### config.mk
export PLATFORM = sky130hd
export DESIGN_NAME = tdp_top
export DESIGN_NICKNAME = d
export VERILOG_FILES = /design/src/rtl/tdp_pkg.sv /design/src/rtl/tdp_err_acc.sv /design/src/rtl/tdp_freq_quant.sv /design/src/rtl/tdp_volt_lut.sv /design/src/rtl/tdp_top.sv
export SDC_FILE = /design/constraint.sdc
export NUM_CORES = 1
export LEC_CHECK = 0
export ABC_AREA = 1
export BUFFER_PORTS_ARGS = -buffer_cell sky130_fd_sc_hd__buf_4
export CORE_MARGIN = 5
export CORE_UTILIZATION = 60
export CTS_CLUSTER_SIZE = 8
export DETAILED_ROUTE_END_ITERATION = 8
export MAX_ROUTING_LAYER = met4
export PLACE_DENSITY_LB_ADDON = 0.1
export SYNTH_ARGS = -nofsm -noshare
export SYNTH_HDL_FRONTEND = slang
export SYNTH_SLANG_ARGS = --single-unit
### constraint.sdc
create_clock -name clk -period 11.6 [get_ports clk]
set_input_delay 1.16 -clock clk [delete_from_list [all_inputs] [get_ports clk]]
set_output_delay 1.16 -clock clk [all_outputs]
set_load 0.02 [all_outputs]
### src/rtl/tdp_pkg.sv
package tdp_pkg;

    typedef enum logic {
        MODE_FINE   = 1'b0,
        MODE_COARSE = 1'b1
    } pmode_e;

    function automatic int clampi(input int v, input int lo, input int hi);
        if (v < lo) return lo;
        if (v > hi) return hi;
        return v;
    endfunction

endpackage

### src/rtl/tdp_err_acc.sv
module tdp_err_acc #(
    parameter int ERRW = 12,
    parameter int PW   = 6
) (
    input  logic signed [ERRW-1:0] acc_i,
    input  logic [PW-1:0]          meas_fx_i,
    input  logic [PW-1:0]          pred_i,
    output logic signed [ERRW-1:0] acc_o
);
    localparam int HI = 2**(ERRW-1) - 1;
    localparam int LO = -(2**(ERRW-1));

    int sum;

    always_comb begin
        sum   = int'(acc_i) + int'(meas_fx_i) - int'(pred_i);
        acc_o = ERRW'(tdp_pkg::clampi(sum, LO, HI));
    end
endmodule

### src/rtl/tdp_freq_quant.sv
module tdp_freq_quant #(
    parameter int PW       = 6,
    parameter int TPW      = 8,
    parameter int FCW      = 8,
    parameter int FB       = 2,
    parameter int FSTEP_SH = 1,
    parameter int FMIN     = 12,
    parameter int FMAX     = 135
) (
    input  logic [PW-1:0]  pred_i,
    input  logic [TPW-1:0] tput_i,
    output logic [FCW-1:0] fcode_o
);
    localparam int SH = FB + FSTEP_SH;

    int req;
    int code;

    always_comb begin
        req     = int'(pred_i) * int'(tput_i);
        code    = (req + (1 << SH) - 1) >>> SH;
        fcode_o = FCW'(tdp_pkg::clampi(code, FMIN, FMAX));
    end
endmodule

### src/rtl/tdp_volt_lut.sv
module tdp_volt_lut #(
    parameter int FCW  = 8,
    parameter int VW   = 4,
    parameter int FMIN = 12,
    parameter int FMAX = 135
) (
    input  logic [FCW-1:0] fcode_i,
    output logic [VW-1:0]  vidx_o
);
    localparam int DEPTH = 1 << FCW;
    localparam int VMAX  = (1 << VW) - 1;
    localparam int SPAN  = FMAX - FMIN;

    function automatic int entry(input int c);
        if (c <= FMIN) return 0;
        if (c >= FMAX) return VMAX;
        return ((c - FMIN) * VMAX + SPAN - 1) / SPAN;
    endfunction

    logic [VW-1:0] tab [DEPTH];

    for (genvar g = 0; g < DEPTH; g++) begin : g_tab
        assign tab[g] = VW'(entry(g));
    end

    assign vidx_o = tab[fcode_i];
endmodule

### src/rtl/tdp_top.sv
module tdp_top #(
    parameter int ITW       = 4,
    parameter int FB        = 2,
    parameter int ITER_MAX  = 8,
    parameter int INIT_IT   = 5,
    parameter int ERRW      = 12,
    parameter int AVG_SH    = 3,
    parameter int THRESH    = 16,
    parameter int FINE_SH   = 5,
    parameter int COARSE_SH = 3,
    parameter int TPW       = 8,
    parameter int FCW       = 8,
    parameter int FSTEP_SH  = 1,
    parameter int FMIN      = 12,
    parameter int FMAX      = 135,
    parameter int VW        = 4
) (
    input  logic           clk,
    input  logic           rst_n,
    input  logic           blk_done,
    input  logic [ITW-1:0] meas_iter,
    input  logic [TPW-1:0] tput_mhz,
    output logic [ITW+FB-1:0] pred_iter,
    output logic           pred_coarse,
    output logic [FCW-1:0] freq_code,
    output logic [VW-1:0]  volt_idx,
    output logic           op_update
);
    import tdp_pkg::*;

    localparam int PW   = ITW + FB;
    localparam int PMIN = 1 << FB;
    localparam int PMAX = ITER_MAX << FB;
    localparam int PINI = INIT_IT << FB;

    typedef struct packed {
        logic [PW-1:0]          avg;
        logic signed [ERRW-1:0] err;
        logic [PW-1:0]          pred;
        pmode_e                 mode;
        logic [FCW-1:0]         fcode;
        logic [VW-1:0]          vidx;
        logic                   upd;
    } state_t;

    state_t st_q, st_d;

    logic [PW-1:0]          meas_fx;
    logic signed [ERRW-1:0] err_new;
    logic [PW-1:0]          pred_new;
    logic [FCW-1:0]         fcode_new;
    logic [VW-1:0]          vidx_new;
    logic [PW-1:0]          avg_new;
    pmode_e                 mode_new;

    assign meas_fx = {meas_iter, {FB{1'b0}}};

    tdp_err_acc #(.ERRW(ERRW), .PW(PW)) u_err (
        .acc_i(st_q.err), .meas_fx_i(meas_fx), .pred_i(st_q.pred), .acc_o(err_new)
    );

    tdp_freq_quant #(.PW(PW), .TPW(TPW), .FCW(FCW), .FB(FB), .FSTEP_SH(FSTEP_SH),
                     .FMIN(FMIN), .FMAX(FMAX)) u_fq (
        .pred_i(pred_new), .tput_i(tput_mhz), .fcode_o(fcode_new)
    );

    tdp_volt_lut #(.FCW(FCW), .VW(VW), .FMIN(FMIN), .FMAX(FMAX)) u_lut (
        .fcode_i(fcode_new), .vidx_o(vidx_new)
    );

    int a_i;
    int e_i;
    int e_mag;
    int p_i;

    always_comb begin
        a_i      = int'(st_q.avg) + ((int'(meas_fx) - int'(st_q.avg)) >>> AVG_SH);
        avg_new  = PW'(a_i);
        e_i      = int'(err_new);
        e_mag    = (e_i < 0) ? -e_i : e_i;
        if (e_mag <= THRESH) begin
            mode_new = MODE_FINE;
            p_i      = a_i + (e_i >>> FINE_SH);
        end else begin
            mode_new = MODE_COARSE;
            p_i      = int'(st_q.pred) + (e_i >>> COARSE_SH);
        end
        pred_new = PW'(clampi(p_i, PMIN, PMAX));

        st_d     = st_q;
        st_d.upd = 1'b0;
        if (blk_done) begin
            st_d.avg   = avg_new;
            st_d.err   = err_new;
            st_d.pred  = pred_new;
            st_d.mode  = mode_new;
            st_d.fcode = fcode_new;
            st_d.vidx  = vidx_new;
            st_d.upd   = (fcode_new != st_q.fcode) || (vidx_new != st_q.vidx);
        end
    end

    always_ff @(posedge clk or negedge rst_n) begin
        if (!rst_n) begin
            st_q.avg   <= PW'(PINI);
            st_q.err   <= '0;
            st_q.pred  <= PW'(PINI);
            st_q.mode  <= MODE_FINE;
            st_q.fcode <= FCW'(FMAX);
            st_q.vidx  <= '1;
            st_q.upd   <= 1'b0;
        end else begin
            st_q <= st_d;
        end
    end

    assign pred_iter   = st_q.pred;
    assign pred_coarse = (st_q.mode == MODE_COARSE);
    assign freq_code   = st_q.fcode;
    assign volt_idx    = st_q.vidx;
    assign op_update   = st_q.upd;

    AST_PRED_BOUNDS: assert property (@(posedge clk) disable iff (!rst_n)
        (int'(pred_iter) >= PMIN) && (int'(pred_iter) <= PMAX));
    AST_FCODE_BOUNDS: assert property (@(posedge clk) disable iff (!rst_n)
        (int'(freq_code) >= FMIN) && (int'(freq_code) <= FMAX));
    AST_UPD_AFTER_DONE: assert property (@(posedge clk) disable iff (!rst_n)
        op_update |-> $past(blk_done));
    AST_UPD_ON_CHANGE: assert property (@(posedge clk) disable iff (!rst_n)
        op_update |-> ((freq_code != $past(freq_code)) || (volt_idx != $past(volt_idx))));
    AST_IDLE_HOLD: assert property (@(posedge clk) disable iff (!rst_n)
        !blk_done |=> ($stable(pred_iter) && $stable(freq_code) && $stable(volt_idx)
                       && $stable(pred_coarse) && !op_update));
endmodule

# Yosys cells after proc, flatten, opt, wreduce, memory -nomap -nowiden
# Memory sizes are Yosys's and may differ from the RTL's.
# Index checks and enable logic that the tools add are counted.
# classes
addsub	9
n_mul	1
n_lt_le_gt_ge	9
eq_ne	2
mux	27
bitwise_logic	1
n_reduce_logical	1
# ops
operator	count
32-bit two-way mux	2
12-bit two-way mux	4
32-bit by 5-bit adder with 32-bit output, second input constant	1
32-bit by 12-bit > comparator with 1-bit output, second input constant	1
32-bit by 7-bit > comparator with 1-bit output, second input constant	1
32-bit by 6-bit <= comparator with 1-bit output, second input constant	1
32-bit by 12-bit < comparator with 1-bit output, second input constant	1
32-bit by 4-bit < comparator with 1-bit output, second input constant	1
12-bit negation with 32-bit output	1
32-bit by 2-bit subtractor with 32-bit output, second input constant	1
29-bit by 9-bit > comparator with 1-bit output, second input constant	1
29-bit by 5-bit < comparator with 1-bit output, second input constant	1
8-bit two-way mux	3
6-bit two-way mux	3
6-bit by 8-bit multiplier with 14-bit output	1
13-bit by 7-bit subtractor with 14-bit output	1
12-bit by 7-bit adder with 13-bit output	1
12-bit by 1-bit < comparator with 1-bit output, second input constant	1
4-bit two-way mux	3
1-bit two-way mux	11
7-bit by 9-bit adder with 10-bit output	1
8-bit by 7-bit adder with 9-bit output	1
9-bit greater-or-equal comparator, second input constant	1
8-bit NOT with 9-bit output	1
6 further kinds	6
# totals
register_bits	38
rom_bits	1024
inputBits	15
out_inout_bits	20
wordCells	58
mem_count	1
# memory_table
memory	words	width	rd	rd_ports_with_merged_regs	write_ports	line_no	rtl
(name not given)	256	4	1	0	0	tdp_volt_lut.sv:26	assign vidx_o = tab[fcode_i];

# Depth between registers and ports, before layout
# logic_depth
word_depth	31
depth_mapped	77
mapped_depth_nobuf	76

# By module
# A second synthesis with hierarchy kept.
# unflattened
cells_unflattened	1065
area_unflattened_um2	6781.5
# modules_own_cells
module	instances	cells_per_inst	area_per_inst_um2
tdp_top	1	475	3353.2
tdp_freq_quant	1	363	2199.6
tdp_err_acc	1	174	992.2
tdp_volt_lut	1	53	236.5

# Worst setup path after synthesis
# Ideal clock, no wire load.
# synth_path
path_kind	input to register
startpoint	in meas_iter[0]
endpoint	reg st_q, in the netlist op_update
arrival_ns	10.083
setup_slack_ns	1.381
cell_stages	67
n_path_buf	1
path_cell_list	fa_1 > inv_1 > fa_1 > inv_2 > nand3_1 > nand3_1 > nand3_1 > nand3_2 > nor2_1 > nand2_1 > nand2_2 > buf_6 > nand2_2 > inv_2 > ha_1 > fa_1 > a21o_1 > a21oi_1 > [... 31 more ...] > nand2_2 > nand2_2 > nand2_2 > nand3_1 > nand2_1 > inv_2 > nand2_4 > nand3_2 > nand2_2 > inv_2 > nand2_2 > nand3_1 > a21oi_1 > nand2_1 > nand2_1 > nand2_1 > nor2_1 > a21oi_1
# synth_lines
element	line_no	rtl
start: declaration	tdp_top.sv:21	input logic [ITW-1:0] meas_iter,
end signal: assignment	tdp_top.sv:113	st_q <= st_d;
end: declaration	tdp_top.sv:46	state_t st_q, st_d;

==> flow_metrics.env <==
export IMPL_synth_seq_area_share_pct=15.8
export IMPL_synthesis_area_um2=6110
export IMPL_ys_seq_elements=38
export IMPL_synth_edf_count=0
export IMPL_clk_latency_ns=0.30
export IMPL_hold_depth=2
export IMPL_period_needed_ns=11.00
export IMPL_worstHoldStart="st_q[23]"
export IMPL_slew_violations=0
export IMPL_root_buffer="clkbuf_8"
export IMPL_ys_types=38
export IMPL_diodes=0
export IMPL_hold_viol=0
export IMPL_track_usage_pct=25.1
export IMPL_cts_sink_count=38
export IMPL_place_congestion=0.968
export IMPL_place_area_um2=6370
export IMPL_antenna_found_initial=0
export IMPL_htreeDepth=2
export IMPL_drive_above_1_share_pct=16.6
export IMPL_drt_initial_drc_count=272
export IMPL_path_max_fanout=16
export IMPL_reg2reg_depth=65
export IMPL_drtPass1Iterations=5
export IMPL_reg2reg_from="pred_iter[2]"
export IMPL_dr_max_layer_used="met4"
export IMPL_grt_pass1_wl_um=25100
export IMPL_start_util_pct=61.9
export IMPL_synth_top_cell_area_share_pct=13.8
export IMPL_critPathLaunchType="primary input"
export IMPL_synth_ff_type="dfrtp_1"
export IMPL_die_x_um=111
export IMPL_worst_pin_slew_ns=0.525
export IMPL_synthTopCellsByArea="nand2_1 (14%), ha_1 (12%), fa_1 (11%)"
export IMPL_slew_headroom_pct=65.0
export IMPL_area_delta_synth_final_pct=10.2
export IMPL_slowest_delay_ns=0.56
export IMPL_yosysWarnings=0
export IMPL_io_pins=35
export IMPL_required_ns=11.78
export IMPL_io_buffers=34
export IMPL_fin_area_um2=6730
export IMPL_syn_inst=909
export IMPL_overflow=0
export IMPL_synth_common_cells="nand2_1 (225), inv_1 (155), nor2_1 (84)"
export IMPL_routed_wirelength_um=15200
export IMPL_dieArea_um2=12300
export IMPL_viasPerCell=5.32
export IMPL_fmax_ghz=0.0909
export IMPL_path_clk_slew_ns=0.08
export IMPL_cap_violations=0
export IMPL_nets=1048
export IMPL_cp_slowest_cell="fa_1"
export IMPL_status="complete, no violations"
export IMPL_crit_start="meas_iter[1]"
export IMPL_grt_max_degree=40
export IMPL_grt_pass1_vias=5485
export IMPL_ant_nets=0
export IMPL_clockBufferDepth=2
export IMPL_rows=36
export IMPL_async_flop_share_pct=100
export IMPL_syn_area_per_cell_um2=6.72
export IMPL_route_met2_wl_um=7770
export IMPL_holdPathEnd="st_q[23]"
export IMPL_setup_viol=0
export IMPL_numCtsBuffers=5
export IMPL_crit_type="in2reg"
export IMPL_r2r_slack_ns=0.96
export IMPL_wire_per_inst_um=14.1
export IMPL_synthMostInstantiatedCell="nand2_1"
export IMPL_cts_tree="built"
export IMPL_wl_met1_um=6500
export IMPL_dp_hpwl_um=12300
export IMPL_cp_arrival_ns=11.17
export IMPL_wl_met3_um=504
export IMPL_coreArea_um2=9860
export IMPL_cp_end_kind="flip-flop"
export IMPL_period_share_pct=94.8
export IMPL_hp_class="reg2reg"
export IMPL_syn_num_nets=1018
export IMPL_synth_top_cell_by_area="nand2_1"
export IMPL_clock_skew_ns=0.00435
export IMPL_fp_dieH_um=111
export IMPL_vias=5704
export IMPL_drcViolationCount=0
export IMPL_rr_endpoint="op_update"
-- logic make-up after synthesis --
logic type | count (synthesis) | synth area share, %
AOI/OAI and AO/OA | 99 | 8.87
xor gates and xnor gates | 40 | 5.74
adders and majority gates | 94 | 23.3
buffers and inverters | 201 | 13.9
DFF | 38 | 15.8
and+or+nand+nor | 437 | 32.4
-- worst max-delay path by stage --
stage                           end  depth (start not counted)  slack [ns]
after floorplan           op_update                         67        1.38
after global placement    op_update                         64       -0.17
after detailed placement  op_update                         67       -0.39
after CTS                 op_update                         67        0.03
after global routing      op_update                         65       -0.15
final                     op_update                         65        0.60
-- metrics by stage --
step           util (%)  instances  hold WS, ns  setup slack [ns]  setup TNS, ns
2_1_floorplan         -        909        0.453              1.38              0
3_3_place_gp       64.6       1052        0.467            -0.168         -0.175
3_5_place_dp       64.6       1052        0.479            -0.388         -0.934
4_1_cts            65.8       1060        0.500            0.0324              0
5_1_grt            68.2       1073        0.536            -0.149         -0.150
6_report           68.2       1073        0.494             0.601              0
-- per-layer routing --
layer	global-route usage (%)	vias to the layer above
li1	-	2882
met1	30.5	2651
met2	44.5	139
met3	2.13	32
met4	6.98	0
met5	-	-
-- worst max-delay path: cells and delay by family --
kind                     cells  cell delay, ns
buffers and inverters       12            1.10
adder cells (fa/ha/maj)      8            3.40
XOR/XNOR                     1            0.13
AND/OR/NAND/NOR             35            3.89
AO/OA/AOI/OAI                9            1.47
-- cells in the final DEF, fill, tap and decap left out, types with 2 or more instances in the layout --
master / instances
nand3_4: 2
o21ai_0: 42
a21o_1: 5
o21bai_1: 5
o21ai_1: 2
or2_2: 2
nand2_4: 8
a21oi_1: 33
inv_2: 13
dfstp_2: 12
dfrtp_1: 26
nand2_2: 22
clkbuf_8: 6
a31oi_1: 2
nand4_1: 11
ha_1: 58
buf_4: 52
nor2_4: 4
nand3_1: 57
ha_2: 2
clkinv_1: 2
xnor2_1: 16
nand3_2: 11
nor2_2: 5
a21oi_2: 4
o21ai_2: 2
fa_1: 32
nor3_1: 4
inv_1: 155
nand3b_1: 2
nand2_1: 223
xor2_1: 24
nor2_1: 81
-- area by class of cell --
class	instances	area [um2]
tap	133	166
clock inverter	1	30.0
multi-input combinational	670	4420
inverter	171	647
clock buffer	7	86.3
timing repair buffer	53	410
sequential	38	966
fill	865	3140
-- sequential cells by signal (all words and copies together) (netlist names) --
name,cells
freq_code,8
op_update,1
pred_coarse,1
pred_iter,6
st_q,18
volt_idx,4
-- what timing repair did --
action / 4_1_cts / 5_1_grt
gates resized for setup: 1 / 27
hold buffers: 0 / 0
buffers inserted: 0 / 13
endpoints found under the setup margin: 1 / 12
pin swaps: 0 / 12
Power is not shown: default switching activity piles up to over one toggle a cycle in this logic, so the estimate is an artifact.
